**config.mk**
```make
export PLATFORM = sky130hd
export DESIGN_NAME = sdram_pwrup_seq
export DESIGN_NICKNAME = d
export VERILOG_FILES = /design/src/rtl/sdram_init_pkg.sv /design/src/rtl/sdram_init_fsm.sv /design/src/rtl/sdram_ref_timer.sv /design/src/rtl/sdram_rate_sel.sv /design/src/rtl/sdram_pwrup_seq.sv
export SDC_FILE = /design/constraint.sdc
export NUM_CORES = 1
export LEC_CHECK = 0
export ABC_CLOCK_PERIOD_IN_PS = 1310
export BUFFER_PORTS_ARGS = -buffer_cell sky130_fd_sc_hd__buf_2
export CELL_PAD_IN_SITES_DETAIL_PLACEMENT = 1
export CELL_PAD_IN_SITES_GLOBAL_PLACEMENT = 1
export CORE_ASPECT_RATIO = 1.2
export CORE_MARGIN = 5
export CORE_UTILIZATION = 32
export DETAILED_ROUTE_END_ITERATION = 10
export PLACE_DENSITY = 0.63
export SETUP_SLACK_MARGIN = 0.4
export SLEW_MARGIN = 15
export SYNTH_ARGS = -nofsm -noshare
export SYNTH_HDL_FRONTEND = slang
export SYNTH_HIERARCHICAL = 1
export SYNTH_SLANG_ARGS = --single-unit
```
**constraint.sdc**
```tcl
create_clock -name clk -period 1.31 [get_ports clk]
set_input_delay 0.0655 -clock clk [delete_from_list [all_inputs] [get_ports clk]]
set_output_delay 0.0655 -clock clk [all_outputs]
set_load 0.01 [all_outputs]
```
**src/rtl/sdram_init_pkg.sv**
```systemverilog
package sdram_init_pkg;

  typedef enum logic [2:0] {
    CMD_NOP       = 3'd0,
    CMD_PRECHARGE = 3'd1,
    CMD_MRS       = 3'd2,
    CMD_REFRESH   = 3'd3,
    CMD_READ      = 3'd4
  } sdram_cmd_e;

  typedef enum logic [2:0] {
    PH_PRE,
    PH_MRS1,
    PH_REF,
    PH_MRS2,
    PH_READ,
    PH_DONE
  } init_phase_e;

endpackage

```
**src/rtl/sdram_init_fsm.sv**
```systemverilog
module sdram_init_fsm
  import sdram_init_pkg::*;
#(
  parameter int ADDR_W         = 13,
  parameter int WAIT_CYCLES    = 10000,
  parameter int T_RP           = 2,
  parameter int T_MRD          = 2,
  parameter int T_RFC          = 4,
  parameter int T_RDGAP        = 1,
  parameter int REF_GROUPS     = 2,
  parameter int REFS_PER_GROUP = 4,
  parameter int NUM_READS      = 10,
  parameter int MODE_VAL       = 34,
  parameter int AP_BIT         = 10
) (
  input  logic              clk,
  input  logic              rst_n,
  output sdram_cmd_e        cmd,
  output logic [ADDR_W-1:0] addr,
  output logic              ref_en,
  output logic              init_done
);

  localparam int NUM_REF = REF_GROUPS * REFS_PER_GROUP;
  localparam int GAP_W   = $clog2(WAIT_CYCLES + T_RP + T_MRD + T_RFC + T_RDGAP + 2);
  localparam int REP_MAX = (NUM_REF > NUM_READS) ? NUM_REF : NUM_READS;
  localparam int REP_W   = $clog2(REP_MAX + 1);

  localparam logic [GAP_W-1:0]  GAP_WAIT  = GAP_W'(WAIT_CYCLES);
  localparam logic [GAP_W-1:0]  GAP_RP    = GAP_W'(T_RP);
  localparam logic [GAP_W-1:0]  GAP_MRD   = GAP_W'(T_MRD);
  localparam logic [GAP_W-1:0]  GAP_RFC   = GAP_W'(T_RFC);
  localparam logic [GAP_W-1:0]  GAP_RD    = GAP_W'(T_RDGAP);
  localparam logic [REP_W-1:0]  LAST_REF  = REP_W'(NUM_REF - 1);
  localparam logic [REP_W-1:0]  LAST_READ = REP_W'(NUM_READS - 1);
  localparam logic [ADDR_W-1:0] ADDR_MODE = ADDR_W'(MODE_VAL);
  localparam logic [ADDR_W-1:0] ADDR_ALL  = ADDR_W'(1) << AP_BIT;

  init_phase_e       phase_q, phase_d;
  logic [GAP_W-1:0]  gap_q,   gap_d;
  logic [REP_W-1:0]  rep_q,   rep_d;
  sdram_cmd_e        cmd_q,   cmd_d;
  logic [ADDR_W-1:0] addr_q,  addr_d;
  logic              en_q,    en_d;
  logic              done_q,  done_d;
  logic              issue;

  // A new command may leave only once the recovery gap has run out.
  assign issue = (gap_q == '0);

  always_comb begin
    phase_d = phase_q;
    gap_d   = gap_q;
    rep_d   = rep_q;
    cmd_d   = CMD_NOP;
    addr_d  = '0;
    en_d    = en_q;
    done_d  = done_q;
    if (!issue) begin
      gap_d = gap_q - 1'b1;
    end else begin
      unique case (phase_q)
        PH_PRE: begin
          cmd_d   = CMD_PRECHARGE;
          addr_d  = ADDR_ALL;
          gap_d   = GAP_RP;
          phase_d = PH_MRS1;
        end
        PH_MRS1: begin
          cmd_d   = CMD_MRS;
          addr_d  = ADDR_MODE;
          gap_d   = GAP_MRD;
          rep_d   = '0;
          phase_d = PH_REF;
        end
        PH_REF: begin
          cmd_d = CMD_REFRESH;
          gap_d = GAP_RFC;
          if (rep_q == LAST_REF) begin
            rep_d   = '0;
            phase_d = PH_MRS2;
          end else begin
            rep_d = rep_q + 1'b1;
          end
        end
        PH_MRS2: begin
          cmd_d   = CMD_MRS;
          addr_d  = ADDR_MODE;
          gap_d   = GAP_MRD;
          rep_d   = '0;
          en_d    = 1'b1;
          phase_d = PH_READ;
        end
        PH_READ: begin
          cmd_d = CMD_READ;
          gap_d = GAP_RD;
          if (rep_q == LAST_READ) begin
            rep_d   = '0;
            phase_d = PH_DONE;
          end else begin
            rep_d = rep_q + 1'b1;
          end
        end
        default: begin
          done_d = 1'b1;
        end
      endcase
    end
  end

  always_ff @(posedge clk or negedge rst_n) begin
    if (!rst_n) begin
      phase_q <= PH_PRE;
      gap_q   <= GAP_WAIT;
      rep_q   <= '0;
      cmd_q   <= CMD_NOP;
      addr_q  <= '0;
      en_q    <= 1'b0;
      done_q  <= 1'b0;
    end else begin
      phase_q <= phase_d;
      gap_q   <= gap_d;
      rep_q   <= rep_d;
      cmd_q   <= cmd_d;
      addr_q  <= addr_d;
      en_q    <= en_d;
      done_q  <= done_d;
    end
  end

  assign cmd       = cmd_q;
  assign addr      = addr_q;
  assign ref_en    = en_q;
  assign init_done = done_q;

endmodule

```
**src/rtl/sdram_ref_timer.sv**
```systemverilog
module sdram_ref_timer #(
  parameter int REF_TICKS = 195,
  parameter int DIV_FAST  = 8,
  parameter int DIV_SLOW  = 16
) (
  input  logic clk,
  input  logic rst_n,
  input  logic enable,
  input  logic slow,
  input  logic ack,
  output logic req
);

  localparam int DIV_MAX = (DIV_SLOW > DIV_FAST) ? DIV_SLOW : DIV_FAST;
  localparam int PW      = (DIV_MAX > 1) ? $clog2(DIV_MAX) : 1;
  localparam int TW      = (REF_TICKS > 1) ? $clog2(REF_TICKS) : 1;
  localparam logic [PW-1:0] LIM_FAST = PW'(DIV_FAST - 1);
  localparam logic [PW-1:0] LIM_SLOW = PW'(DIV_SLOW - 1);
  localparam logic [TW-1:0] LAST_TICK = TW'(REF_TICKS - 1);

  logic [PW-1:0] presc_q, presc_d;
  logic [TW-1:0] tick_q,  tick_d;
  logic          req_q,   req_d;
  logic [PW-1:0] limit;
  logic          tick, wrap;

  assign limit = slow ? LIM_SLOW : LIM_FAST;
  assign tick  = enable && (presc_q >= limit);
  assign wrap  = tick && (tick_q == LAST_TICK);

  always_comb begin
    presc_d = tick ? '0 : presc_q + 1'b1;
    tick_d  = wrap ? '0 : tick_q + 1'b1;
    if (wrap) begin
      req_d = 1'b1;
    end else if (ack) begin
      req_d = 1'b0;
    end else begin
      req_d = req_q;
    end
  end

  always_ff @(posedge clk or negedge rst_n) begin
    if (!rst_n) begin
      presc_q <= '0;
      tick_q  <= '0;
      req_q   <= 1'b0;
    end else begin
      if (enable) begin
        presc_q <= presc_d;
      end
      if (tick) begin
        tick_q <= tick_d;
      end
      req_q <= req_d;
    end
  end

  assign req = req_q;

endmodule

```
**src/rtl/sdram_rate_sel.sv**
```systemverilog
module sdram_rate_sel #(
  parameter int SIZE_W   = 10,
  parameter int SMALL_MB = 32
) (
  input  logic              clk,
  input  logic              rst_n,
  input  logic              size_valid,
  input  logic [SIZE_W-1:0] size_mb,
  input  logic              init_done,
  output logic              slow
);

  localparam logic [SIZE_W-1:0] SMALL_LIM = SIZE_W'(SMALL_MB);

  logic lock_q, slow_q, accept;

  // Only the first report after start-up counts.
  assign accept = size_valid && init_done && !lock_q;

  always_ff @(posedge clk or negedge rst_n) begin
    if (!rst_n) begin
      lock_q <= 1'b0;
      slow_q <= 1'b0;
    end else if (accept) begin
      lock_q <= 1'b1;
      slow_q <= (size_mb <= SMALL_LIM);
    end
  end

  assign slow = slow_q;

endmodule

```
**src/rtl/sdram_pwrup_seq.sv**
```systemverilog
module sdram_pwrup_seq
  import sdram_init_pkg::*;
#(
  parameter int ADDR_W         = 13,
  parameter int SIZE_W         = 10,
  parameter int WAIT_CYCLES    = 10000,
  parameter int T_RP           = 2,
  parameter int T_MRD          = 2,
  parameter int T_RFC          = 4,
  parameter int T_RDGAP        = 1,
  parameter int REF_GROUPS     = 2,
  parameter int REFS_PER_GROUP = 4,
  parameter int NUM_READS      = 10,
  parameter int MODE_VAL       = 34,
  parameter int AP_BIT         = 10,
  parameter int REF_TICKS      = 195,
  parameter int DIV_FAST       = 8,
  parameter int DIV_SLOW       = 16,
  parameter int SMALL_MB       = 32,
  parameter int SYNC_STAGES    = 2
) (
  input  logic              clk,
  input  logic              rst_n,
  input  logic              size_valid,
  input  logic [SIZE_W-1:0] size_mb,
  input  logic              ref_ack,
  output logic [2:0]        cmd,
  output logic [ADDR_W-1:0] addr,
  output logic              ref_req,
  output logic              init_done
);

  logic [SYNC_STAGES-1:0] rst_sync_q;
  logic                   rst_int_n;
  sdram_cmd_e             cmd_e;
  logic                   ref_en, slow, done;

  // Assertion is asynchronous; release is retimed onto clk.
  always_ff @(posedge clk or negedge rst_n) begin
    if (!rst_n) begin
      rst_sync_q <= '0;
    end else begin
      rst_sync_q <= {rst_sync_q[SYNC_STAGES-2:0], 1'b1};
    end
  end
  assign rst_int_n = rst_sync_q[SYNC_STAGES-1];

  sdram_init_fsm #(
    .ADDR_W(ADDR_W), .WAIT_CYCLES(WAIT_CYCLES), .T_RP(T_RP), .T_MRD(T_MRD),
    .T_RFC(T_RFC), .T_RDGAP(T_RDGAP), .REF_GROUPS(REF_GROUPS),
    .REFS_PER_GROUP(REFS_PER_GROUP), .NUM_READS(NUM_READS),
    .MODE_VAL(MODE_VAL), .AP_BIT(AP_BIT)
  ) u_fsm (
    .clk(clk), .rst_n(rst_int_n), .cmd(cmd_e), .addr(addr),
    .ref_en(ref_en), .init_done(done)
  );

  sdram_rate_sel #(.SIZE_W(SIZE_W), .SMALL_MB(SMALL_MB)) u_rate (
    .clk(clk), .rst_n(rst_int_n), .size_valid(size_valid),
    .size_mb(size_mb), .init_done(done), .slow(slow)
  );

  sdram_ref_timer #(
    .REF_TICKS(REF_TICKS), .DIV_FAST(DIV_FAST), .DIV_SLOW(DIV_SLOW)
  ) u_timer (
    .clk(clk), .rst_n(rst_int_n), .enable(ref_en), .slow(slow),
    .ack(ref_ack), .req(ref_req)
  );

  assign cmd       = cmd_e;
  assign init_done = done;

endmodule

```
==> results of run 1 <==
==> critical path, delay by kind of cell, from the launching register on <==
| kind | cells | cell delay, ns |
|---|---|---|
| xor+xnor | 1 | 0.17 |
| simple gates | 4 | 1.01 |
| flops | 1 | 0.39 |
| buf+inv | 1 | 0.12 |
==> registers in the layout (all words and copies together) (netlist names), 2 cells and up <==
register,count
u_fsm/rep_q,4
u_fsm/addr,2
u_timer/tick_q,8
u_timer/presc_q,4
u_fsm/phase_q,3
u_fsm/cmd,3
rst_sync_q,2
u_fsm/gap_q,14
==> cell type report <==
| cell class | count | area, sq um |
|---|---|---|
| Timing Repair Buffer | 96 | 743 |
| Clock inverter | 3 | 65.1 |
| Clock buffer | 5 | 68.8 |
| Inverter | 12 | 45.0 |
| Sequential cell | 45 | 1130 |
| Tap cell | 90 | 113 |
| Fill cell | 782 | 3650 |
| Multi-Input combinational cell | 160 | 1320 |
==> worst min-delay path by stage <==
stage,to,slack (ns),startpoint,depth (start not counted)
2_1_floorplan,rst_sync_q[0]$_DFF_PN0_,-0.23,rst_n,0
3_3_place_gp,rst_sync_q[0]$_DFF_PN0_,-0.15,rst_n,1
3_5_place_dp,rst_sync_q[0]$_DFF_PN0_,-0.15,rst_n,1
4_1_cts,rst_sync_q[1]$_DFF_PN0_,0.08,rst_n,2
5_1_grt,rst_sync_q[1]$_DFF_PN0_,0.08,rst_n,2
6_report,rst_sync_q[1]$_DFF_PN0_,0.07,rst_n,2
==> through the flow <==
stage,hold WS [ns],TNS (ns)
floorplan,-0.230,-9.46
global placement,-0.148,-11.96
detailed placement,-0.149,-13.53
CTS,0.0775,-12.90
global route,0.0841,-15.85
finish,0.0735,-13.05
==> layer usage <==
| layer | up-vias | part of all wire | GRT usage |
|---|---|---|---|
| met5 | - | 0 | 0 |
| met4 | 0 | 0.0094 | 0.0472 |
| met3 | 6 | 0.014 | 0.0261 |
| met2 | 15 | 0.60 | 0.275 |
| met1 | 982 | 0.38 | 0.154 |
| li1 | 951 | - | - |
==> what timing repair did <==
item                                    4_1_cts  5_1_grt
hold buffers                                  3        0
pin swaps                                    24       25
resized for setup                            48       21
endpoints found under the setup margin       44       47
cloned                                        1        0
endpoints found under the hold margin         4        0
buffers inserted                              6        7
==> cell usage in the layout, fill, tap and decap left out, types with 8 or more instances in the layout <==
cell / synthesis / final
sky130_fd_sc_hd__buf_4: 11 / 58
sky130_fd_sc_hd__dfrtp_1: 40 / 38
sky130_fd_sc_hd__buf_2: 2 / 20
sky130_fd_sc_hd__buf_6: 2 / 14
sky130_fd_sc_hd__nand2_1: 19 / 12
sky130_fd_sc_hd__conb_1: 2 / 11
sky130_fd_sc_hd__inv_1: 12 / 11
sky130_fd_sc_hd__nor2_1: 14 / 11
sky130_fd_sc_hd__o21ai_1: 9 / 11
sky130_fd_sc_hd__xor2_1: 8 / 8
==> power by group through the flow <==
| stage | registers, mW | logic (mW) | clock network (mW) |
|---|---|---|---|
| 6_report | 1.40 | 0.0655 | 1.25 |
| 5_1_grt | 1.40 | 0.0763 | 1.33 |
| 4_1_cts | 1.40 | 0.0670 | 1.28 |
| 3_5_place_dp | 1.43 | 0.0595 | 0 |
| 3_3_place_gp | 1.43 | 0.0580 | 0 |
| 2_1_floorplan | 1.44 | 0.0369 | 0 |
==> cells by family (layout without fill, tap and decap cells) <==
logic type	Yosys count	count (layout)	synth area share
AOI/OAI and AO/OA	41	41	0.112
xor gates and xnor gates	13	13	0.0491
adders and majority gates	8	8	0.0432
buffers and inverters	31	116	0.0755
DFF	45	45	0.488
muxes	2	2	0.00971
other	2	11	0.00324
and+or+nand+nor	84	85	0.220
==> impl_metrics.ini, run 1 <==
[outcome]
outcome = finished, violations left
violations = setup timing

[logic_synthesis]
synthDistinctLibCells = 49
synth_enable_flop_cells = 0
yosysTopAreaCellShare = 0.431
syn-mean-instance-area_sq_um = 10.3
synth_top_cells_by_area = sky130_fd_sc_hd__dfrtp_1 43%, sky130_fd_sc_hd__dfstp_2 5.7%, sky130_fd_sc_hd__ha_1 4.3%
synth_async_sr_flop_share = 1.00
synthDominantAreaCellType = sky130_fd_sc_hd__dfrtp_1
synth.yosys.seq_area_share = 0.488
synth_cells = 226
synth.cells.most_frequent = 40 x sky130_fd_sc_hd__dfrtp_1, 19 x sky130_fd_sc_hd__nand2_1, 14 x sky130_fd_sc_hd__nor2_1
synthesis.yosys.warnings = 6
yosys_most_used_dff = sky130_fd_sc_hd__dfrtp_1
mappedNetlistArea_sq_mm = 0.00232
yosys_reg_bits = 45
synth.most_common_cell = sky130_fd_sc_hd__dfrtp_1

[grt]
grt_pass1_vias = 2141
grt_overflow = 0
grt_first_pass_wirelength_um = 10100
groute.usage.overall = 0.142
grt_max_degree = 31
antenna_found_initial = 0

[detailed_routing]
route.detailed.vias_per_inst = 4.75
final_antenna_net_count = 0
drtIter0Drc = 60
first_pass_iters = 4
drt_wl_total_um = 6170
drt-wirelength-per-cell_um = 15.0
vias = 1954
drt_drc_violations_left = 0

[placed_design]
placement.io_buffers = 21
placed_area_sq_mm = 0.00293
finalWeightedCongestion = 0.774
placed_cells = 386
hpwlAfterDp_um = 4050
post_placement_setup_slack_ns = -0.546

[floorplan]
initial_utilization = 0.325
die_area_sq_mm = 0.00906
die_h_um = 103
chipWidth_um = 87.7
placementRows = 34
floorplan.core_area_sq_mm = 0.00715
ioPinCount = 32

[final_layout]
post_layout_nonfiller_instances = 411
post-route-util = 0.489
fin_area_sq_mm = 0.00349
insertedDiodeCount = 0
design.final.nets = 342
syn2layout_area_growth_pct = 50.6
final_layout_size_suffix_gt1_frac = 0.514

[power]
power.switching_mw = 0.537
comb_power_share = 0.024
p_per_area_mw_per_mm2 = 777
ir_worst_vdd_uv = 421
power_frac_seq = 0.516
static-leakage-power_nw = 1.69
clockPowerShare = 0.459
p_sw_frac = 0.198
p_int_mw = 2.18
post-layout-total-power_mw = 2.71

[setup_path]
worst_setup_path_start_kind = flip-flop
critPathMaxStageDelay_ns = 0.56
crit_chain = or4_4 -> nor2_8 -> and3_4 -> buf_6 -> nor4_4 -> xor2_1
critical-path-slowest-cell = sky130_fd_sc_hd__or4_4
r2r.worst_path.cells = 6
last_element_of_the_critical_path = u_fsm/gap_q[5]$_DFFE_PN0P_
worst-r2r-setup-slack_ns = -0.51
crit_path_end_kind = flip-flop
critical_path_fanout_max = 6
r2r-end = u_fsm/gap_q[5]$_DFFE_PN0P_
critPathLaunch = u_fsm/gap_q[6]$_DFFE_PN0P_
cp.arrival_ns = 2.00
critPathRequiredTime_ns = 1.48
critPathKind = reg -> reg
worstReg2RegStart = u_fsm/gap_q[6]$_DFFE_PN0P_

[sta]
finalSetupViolCount = 38
clock.fmax_mhz = 549
report.final.slew_viol_count = 0
final-hold-violation-count = 0
rsz0062_at_grt = yes
min_period_over_period = 1.39
finalCriticalPeriod_ns = 1.82
setup_ws_ns = -0.512
clock_skew_ns = 0.00566

[clock_tree]
cts.clk_slew.worst_paths_ns = 0.09
ctsRootBufferMaster = sky130_fd_sc_hd__clkbuf_8
clk_path_buf_depth = 2
cts-buffers-inserted = 5
clk_latency_ns = 0.30
tritoncts = done
h-tree-depth = 2
clock_sink_total = 45

[job]
drv_cap = 0

[worst_hold_path]
holdCritPathClass = in -> async
(Power assumes the default switching activity.)
==> inputs of run 2 (changes only) <==
--- a/config.mk
+++ b/config.mk
@@ -20,3 +20,4 @@
 export SYNTH_HDL_FRONTEND = slang
 export SYNTH_HIERARCHICAL = 1
 export SYNTH_SLANG_ARGS = --single-unit
+export TNS_END_PERCENT = 20
==> impl_metrics.ini, run 2 (synthesis results as in run 1) <==
[outcome]
outcome = finished, violations left
violations = setup timing

[floorplan]
die_h_um = 103
initial_utilization = 0.325
chipWidth_um = 87.7
placementRows = 34
die_area_sq_mm = 0.00906
ioPinCount = 32
floorplan.core_area_sq_mm = 0.00715

[clock_tree]
clk_path_buf_depth = 2
cts.clk_slew.worst_paths_ns = 0.08
tritoncts = done
cts-buffers-inserted = 5
clock_sink_total = 45
clk_latency_ns = 0.30
h-tree-depth = 2
ctsRootBufferMaster = sky130_fd_sc_hd__clkbuf_8

[sta]
timing.max_slew.rel_slack = 0.659
clock.fmax_mhz = 565
finalCriticalPeriod_ns = 1.77
min_period_over_period = 1.35
final-hold-violation-count = 0
finalSetupViolCount = 40
report.final.slew_viol_count = 0
worst_pin_slew_ns = 0.506
setup_ws_ns = -0.461
clock_skew_ns = 0.00833
rsz0062_at_grt = yes

[grt]
layer_carrying_the_most_global_route_usage = met2
grt_pass1_vias = 2103
grt_first_pass_wirelength_um = 9690
gr-usage-met1 = 0.149
groute.layer.met2.usage = 0.266
groute.usage.overall = 0.136
grt_max_degree = 30
antenna_found_initial = 0
met3_usage = 0.0238
grt_overflow = 0

[final_layout]
syn2layout_area_growth_pct = 40.1
design.final.nets = 334
layout.cells.most_common = sky130_fd_sc_hd__buf_4
largest_register = u_fsm/gap_q
insertedDiodeCount = 0
top_regs = u_fsm/gap_q: 14 flops, u_timer/tick_q: 8 flops
top_library_cells_by_usage_in_the_layout_fill_and_taps_aside = 58 x sky130_fd_sc_hd__buf_4, 39 x sky130_fd_sc_hd__dfrtp_1, 21 x sky130_fd_sc_hd__buf_2
fin_area_sq_mm = 0.00325
final_layout_size_suffix_gt1_frac = 0.457
largest_reg_flops = 14

[detailed_routing]
drt-wirelength-per-cell_um = 14.0
final_antenna_net_count = 0
vias = 1898
first_pass_iters = 4
drt_drc_violations_left = 0
drtIter0Drc = 31
drt_wl_total_um = 5630
route.detailed.vias_per_inst = 4.71

[job]
drv_cap = 0

[setup_path]
crit_chain = or4_4 -> nor2_8 -> buf_6 -> nand4_1 -> buf_4 -> nand2_2 -> o21ai_1
cp_delay_by_family_top = simple AND/OR/NAND/NOR gates
cp.arrival_ns = 1.96
critical_path_fanout_max = 5
worst-r2r-setup-slack_ns = -0.46
critPathKind = reg -> reg
crit_path_end_kind = flip-flop
worst_setup_path_start_kind = flip-flop
critPathRequiredTime_ns = 1.50
timing.critical_path.buf_inv = 2
critical-path-slowest-cell = sky130_fd_sc_hd__or4_4
critPathMaxStageDelay_ns = 0.56

[placed_design]
finalWeightedCongestion = 0.814
hpwlAfterDp_um = 4190
placement.io_buffers = 21
post_placement_setup_slack_ns = -0.499
placed_area_sq_mm = 0.00294

[power]
p_per_area_mw_per_mm2 = 768
post-layout-total-power_mw = 2.50
static-leakage-power_nw = 1.59
ir_worst_vdd_uv = 671

[worst_hold_path]
holdCritPathClass = in -> async
## run 2: changes by cell type in the layout (fill, tap and decap cells not counted), moves of 3 or more
cell / change
sky130_fd_sc_hd__buf_6: -8
sky130_fd_sc_hd__nand3_1: +3
sky130_fd_sc_hd__nor3_2: +3
sky130_fd_sc_hd__o21ai_0: +3
## run 2: worst reg2reg max path: cells and delay by family (launching register included)
kind	cells	cell delay, ns
buffers and inverters	2	0.32
flip-flops	1	0.39
AO/OA/AOI/OAI	1	0.05
AND/OR/NAND/NOR	4	0.91
## run 2: metal layers
metal / part of all wire / wire length [um] / up-vias
met5: 0 / 0 / -
met4: 0.0060 / 34 / 0
met3: 0.020 / 111 / 4
met2: 0.58 / 3240 / 14
met1: 0.40 / 2250 / 944
li1: - / - / 936
## run 2: what timing repair did
action,in CTS,in global routing
gates resized for setup,18,25
endpoints found under the hold margin,4,0
buffers inserted,0,2
pin swaps,18,15
hold buffers,3,0
setup endpoints to repair,43,45
## run 2: report_power, final
part,switching [mW],internal [mW]
Clock,0.466,0.567
Sequential,0.0101,1.39
Combinational,0.0373,0.0264
Total,0.513,1.98
## run 2: metrics by stage
stage / hold WS, ns / std cells / setup TNS [ns] / utilization
after floorplan: -0.230 / 235 / -10.77 / -
after global placement: -0.148 / 390 / -12.91 / 0.411
after detailed placement: -0.148 / 390 / -14.15 / 0.411
after CTS: 0.0696 / 401 / -13.24 / 0.439
after global routing: 0.0824 / 403 / -15.14 / 0.455
final: 0.0747 / 403 / -12.41 / 0.455
## run 2: final cells by class
cell class / instances / area (sq um)
repair buffers: 89 / 658
well taps: 90 / 113
flip-flops and latches: 45 / 1130
fillers: 812 / 3900
multi-input cells: 159 / 1190
inverters: 12 / 45.0
clock buffers: 6 / 72.6
clock inverters: 2 / 35.0
## run 2: final timing paths
| path | from | endpoint | cells past startpoint |
|---|---|---|---|
| worst min-delay path | rst_n | rst_sync_q[1]$_DFF_PN0_ | 2 |
| max in group asynchronous | rst_sync_q[1]$_DFF_PN0_ | u_fsm/phase_q[0]$_DFFE_PN0P_ | 1 |
| worst max register to register | u_fsm/gap_q[7]$_DFFE_PN0P_ | u_fsm/rep_q[1]$_DFFE_PN0P_ | 7 |
| worst min register to register | rst_sync_q[1]$_DFF_PN0_ | u_fsm/rep_q[1]$_DFFE_PN0P_ | 0 |
| worst max-delay path | u_fsm/gap_q[7]$_DFFE_PN0P_ | u_fsm/rep_q[1]$_DFFE_PN0P_ | 7 |
| min in group clk | size_mb[5] | u_rate/slow$_DFFE_PN0P_ | 3 |
==> inputs of run 3 (changes only) <==
--- a/config.mk
+++ b/config.mk
@@ -10,7 +10,6 @@
 export CELL_PAD_IN_SITES_DETAIL_PLACEMENT = 1
 export CELL_PAD_IN_SITES_GLOBAL_PLACEMENT = 1
 export CORE_ASPECT_RATIO = 1.2
-export CORE_MARGIN = 5
 export CORE_UTILIZATION = 32
 export DETAILED_ROUTE_END_ITERATION = 10
 export PLACE_DENSITY = 0.63
==> constraint.sdc (replaced) <==
create_clock -name clk -period 1.31 [get_ports clk]
set_input_delay 0.0655 -clock clk [delete_from_list [all_inputs] [get_ports clk]]
set_output_delay 0.0655 -clock clk [all_outputs]
set_load 0.005 [all_outputs]
==> impl_metrics.ini, run 3 (synthesis results as in run 1) <==
[power]
p_per_area_mw_per_mm2 = 710
static-leakage-power_nw = 1.63
ir_worst_vdd_uv = 457

[sta]
rsz0062_at_grt = yes
report.final.slew_viol_count = 0
min_period_over_period = 1.35
setup_ws_ns = -0.462
fin_setup_tns_ns = -12.67
clock.fmax_mhz = 564
final-hold-violation-count = 0
fin_worst_hold_slack_ns = 0.0734
clock_skew_ns = 0.00821
finalSetupViolCount = 40
finalCriticalPeriod_ns = 1.77

[placed_design]
post_placement_setup_slack_ns = -0.519
placed_area_sq_mm = 0.00298
placed_cells = 393
placement.io_buffers = 21
finalWeightedCongestion = 0.794
hpwlAfterDp_um = 4280

[grt]
grt_max_degree = 30
grt_overflow = 0
groute.usage.overall = 0.178
antenna_found_initial = 0
grt_pass1_vias = 2160
grt_first_pass_wirelength_um = 10300

[detailed_routing]
vias = 1978
final_antenna_net_count = 0
drt-wirelength-per-cell_um = 14.3
route.detailed.vias_per_inst = 4.86
drtIter0Drc = 65
drt_drc_violations_left = 0
first_pass_iters = 4
drt_wl_total_um = 5800

[floorplan]
placementRows = 33
floorplan.core_area_sq_mm = 0.00694
chipWidth_um = 79.7
initial_utilization = 0.334
ioPinCount = 32
die_area_sq_mm = 0.00760
die_h_um = 95.3

[final_layout]
largest_register = u_fsm/gap_q
layout.cells.most_common = sky130_fd_sc_hd__buf_4
fin_area_sq_mm = 0.00325
ff_latch_area_sq_mm = 0.00113
top_regs = u_fsm/gap_q: 14 flops, u_timer/tick_q: 8 flops
filler_cell_count = 790
design.final.nets = 341
final_layout_size_suffix_gt1_frac = 0.438
syn2layout_area_growth_pct = 40.1
insertedDiodeCount = 0
post_layout_nonfiller_instances = 407
top_library_cells_by_usage_in_the_layout_fill_and_taps_aside = 64 x sky130_fd_sc_hd__buf_4, 39 x sky130_fd_sc_hd__dfrtp_1, 21 x sky130_fd_sc_hd__buf_2
largest_reg_flops = 14
combined_area_of_the_multi_input_logic_cells_sq_mm = 0.00117

[outcome]
outcome = finished, violations left
violations = setup timing

[clock_tree]
ctsRootBufferMaster = sky130_fd_sc_hd__clkbuf_8
tritoncts = done
clock_sink_total = 45
clk_path_buf_depth = 2
cts.clk_slew.worst_paths_ns = 0.08
h-tree-depth = 2
clk_latency_ns = 0.31
cts-buffers-inserted = 5

[setup_path]
worst-r2r-setup-slack_ns = -0.46
critical-path-top-cell-by-count = sky130_fd_sc_hd__buf_6
critPathKind = reg -> reg
critPathMaxStageDelay_ns = 0.56
r2r-end = u_fsm/phase_q[2]$_DFFE_PN0P_
worstReg2RegStart = u_fsm/gap_q[7]$_DFFE_PN0P_
critical-path-slowest-cell = sky130_fd_sc_hd__or4_4
cp.arrival_ns = 2.01
cp_delay_by_family_top = simple AND/OR/NAND/NOR gates
last_element_of_the_critical_path = u_fsm/phase_q[2]$_DFFE_PN0P_
worst_setup_path_start_kind = flip-flop
timing.critical_path.buf_inv = 2
critPathRequiredTime_ns = 1.55
r2r.worst_path.cells = 7
critPathLaunch = u_fsm/gap_q[7]$_DFFE_PN0P_
crit_path_end_kind = flip-flop
crit_chain = or4_4 -> nor2_8 -> and3_4 -> buf_6 -> buf_6 -> nand2_1 -> o21ai_1
worst-path-stages = 7
critical_path_fanout_max = 5

[job]
drv_cap = 0

[worst_hold_path]
hp-start = size_mb[5]
holdCritPathClass = in -> reg
-- run 3: power by group --
| part | switching (mW) | internal (mW) |
|---|---|---|
| Combinational | 0.0307 | 0.0263 |
| Clock | 0.479 | 0.370 |
| Sequential | 0.0103 | 1.39 |
-- run 3: layout make-up --
cell class	instances	area share
multi-input combinational	159	0.359
sequential	45	0.349
timing repair buffer	96	0.220
tap	87	0.0335
clock buffer	6	0.0223
inverter	12	0.0139
clock inverter	2	0.00308
-- run 3: repair_timing --
action                                  CTS  global route
resized for setup                        24             8
hold buffers                              3             0
endpoints found under the setup margin   43            46
cloned                                    0             0
endpoints found under the hold margin     4             0
pin swaps                                22            10
buffers inserted                          1             2
-- run 3: metal layers --
layer / up-vias / track usage / wire length, um
li1: 949 / - / -
met1: 1007 / 0.192 / 2340
met2: 16 / 0.345 / 3290
met3: 6 / 0.0287 / 90
met4: 0 / 0.0576 / 78
met5: - / 0 / 0
-- run 3: through the flow --
stage / power (mW) / utilization
floorplan: 1.47 / -
global placement: 1.48 / 0.429
detailed placement: 1.48 / 0.429
CTS: 2.35 / 0.460
global route: 2.42 / 0.469
finish: 2.31 / 0.469
-- run 3: worst min-delay path by stage --
stage	to	cells past startpoint
floorplan	rst_sync_q[0]$_DFF_PN0_	0
global placement	rst_sync_q[0]$_DFF_PN0_	1
detailed placement	rst_sync_q[0]$_DFF_PN0_	1
CTS	rst_sync_q[1]$_DFF_PN0_	2
global route	rst_sync_q[1]$_DFF_PN0_	2
finish	u_rate/slow$_DFFE_PN0P_	3
-- run 3: worst register-to-register path: stages (launching register included) --
cell	delay (ns)
sky130_fd_sc_hd__dfrtp_1	0.39
sky130_fd_sc_hd__or4_4	0.56
sky130_fd_sc_hd__nor2_8	0.16
sky130_fd_sc_hd__and3_4	0.21
sky130_fd_sc_hd__buf_6	0.13
sky130_fd_sc_hd__buf_6	0.10
sky130_fd_sc_hd__nand2_1	0.05
sky130_fd_sc_hd__o21ai_1	0.11
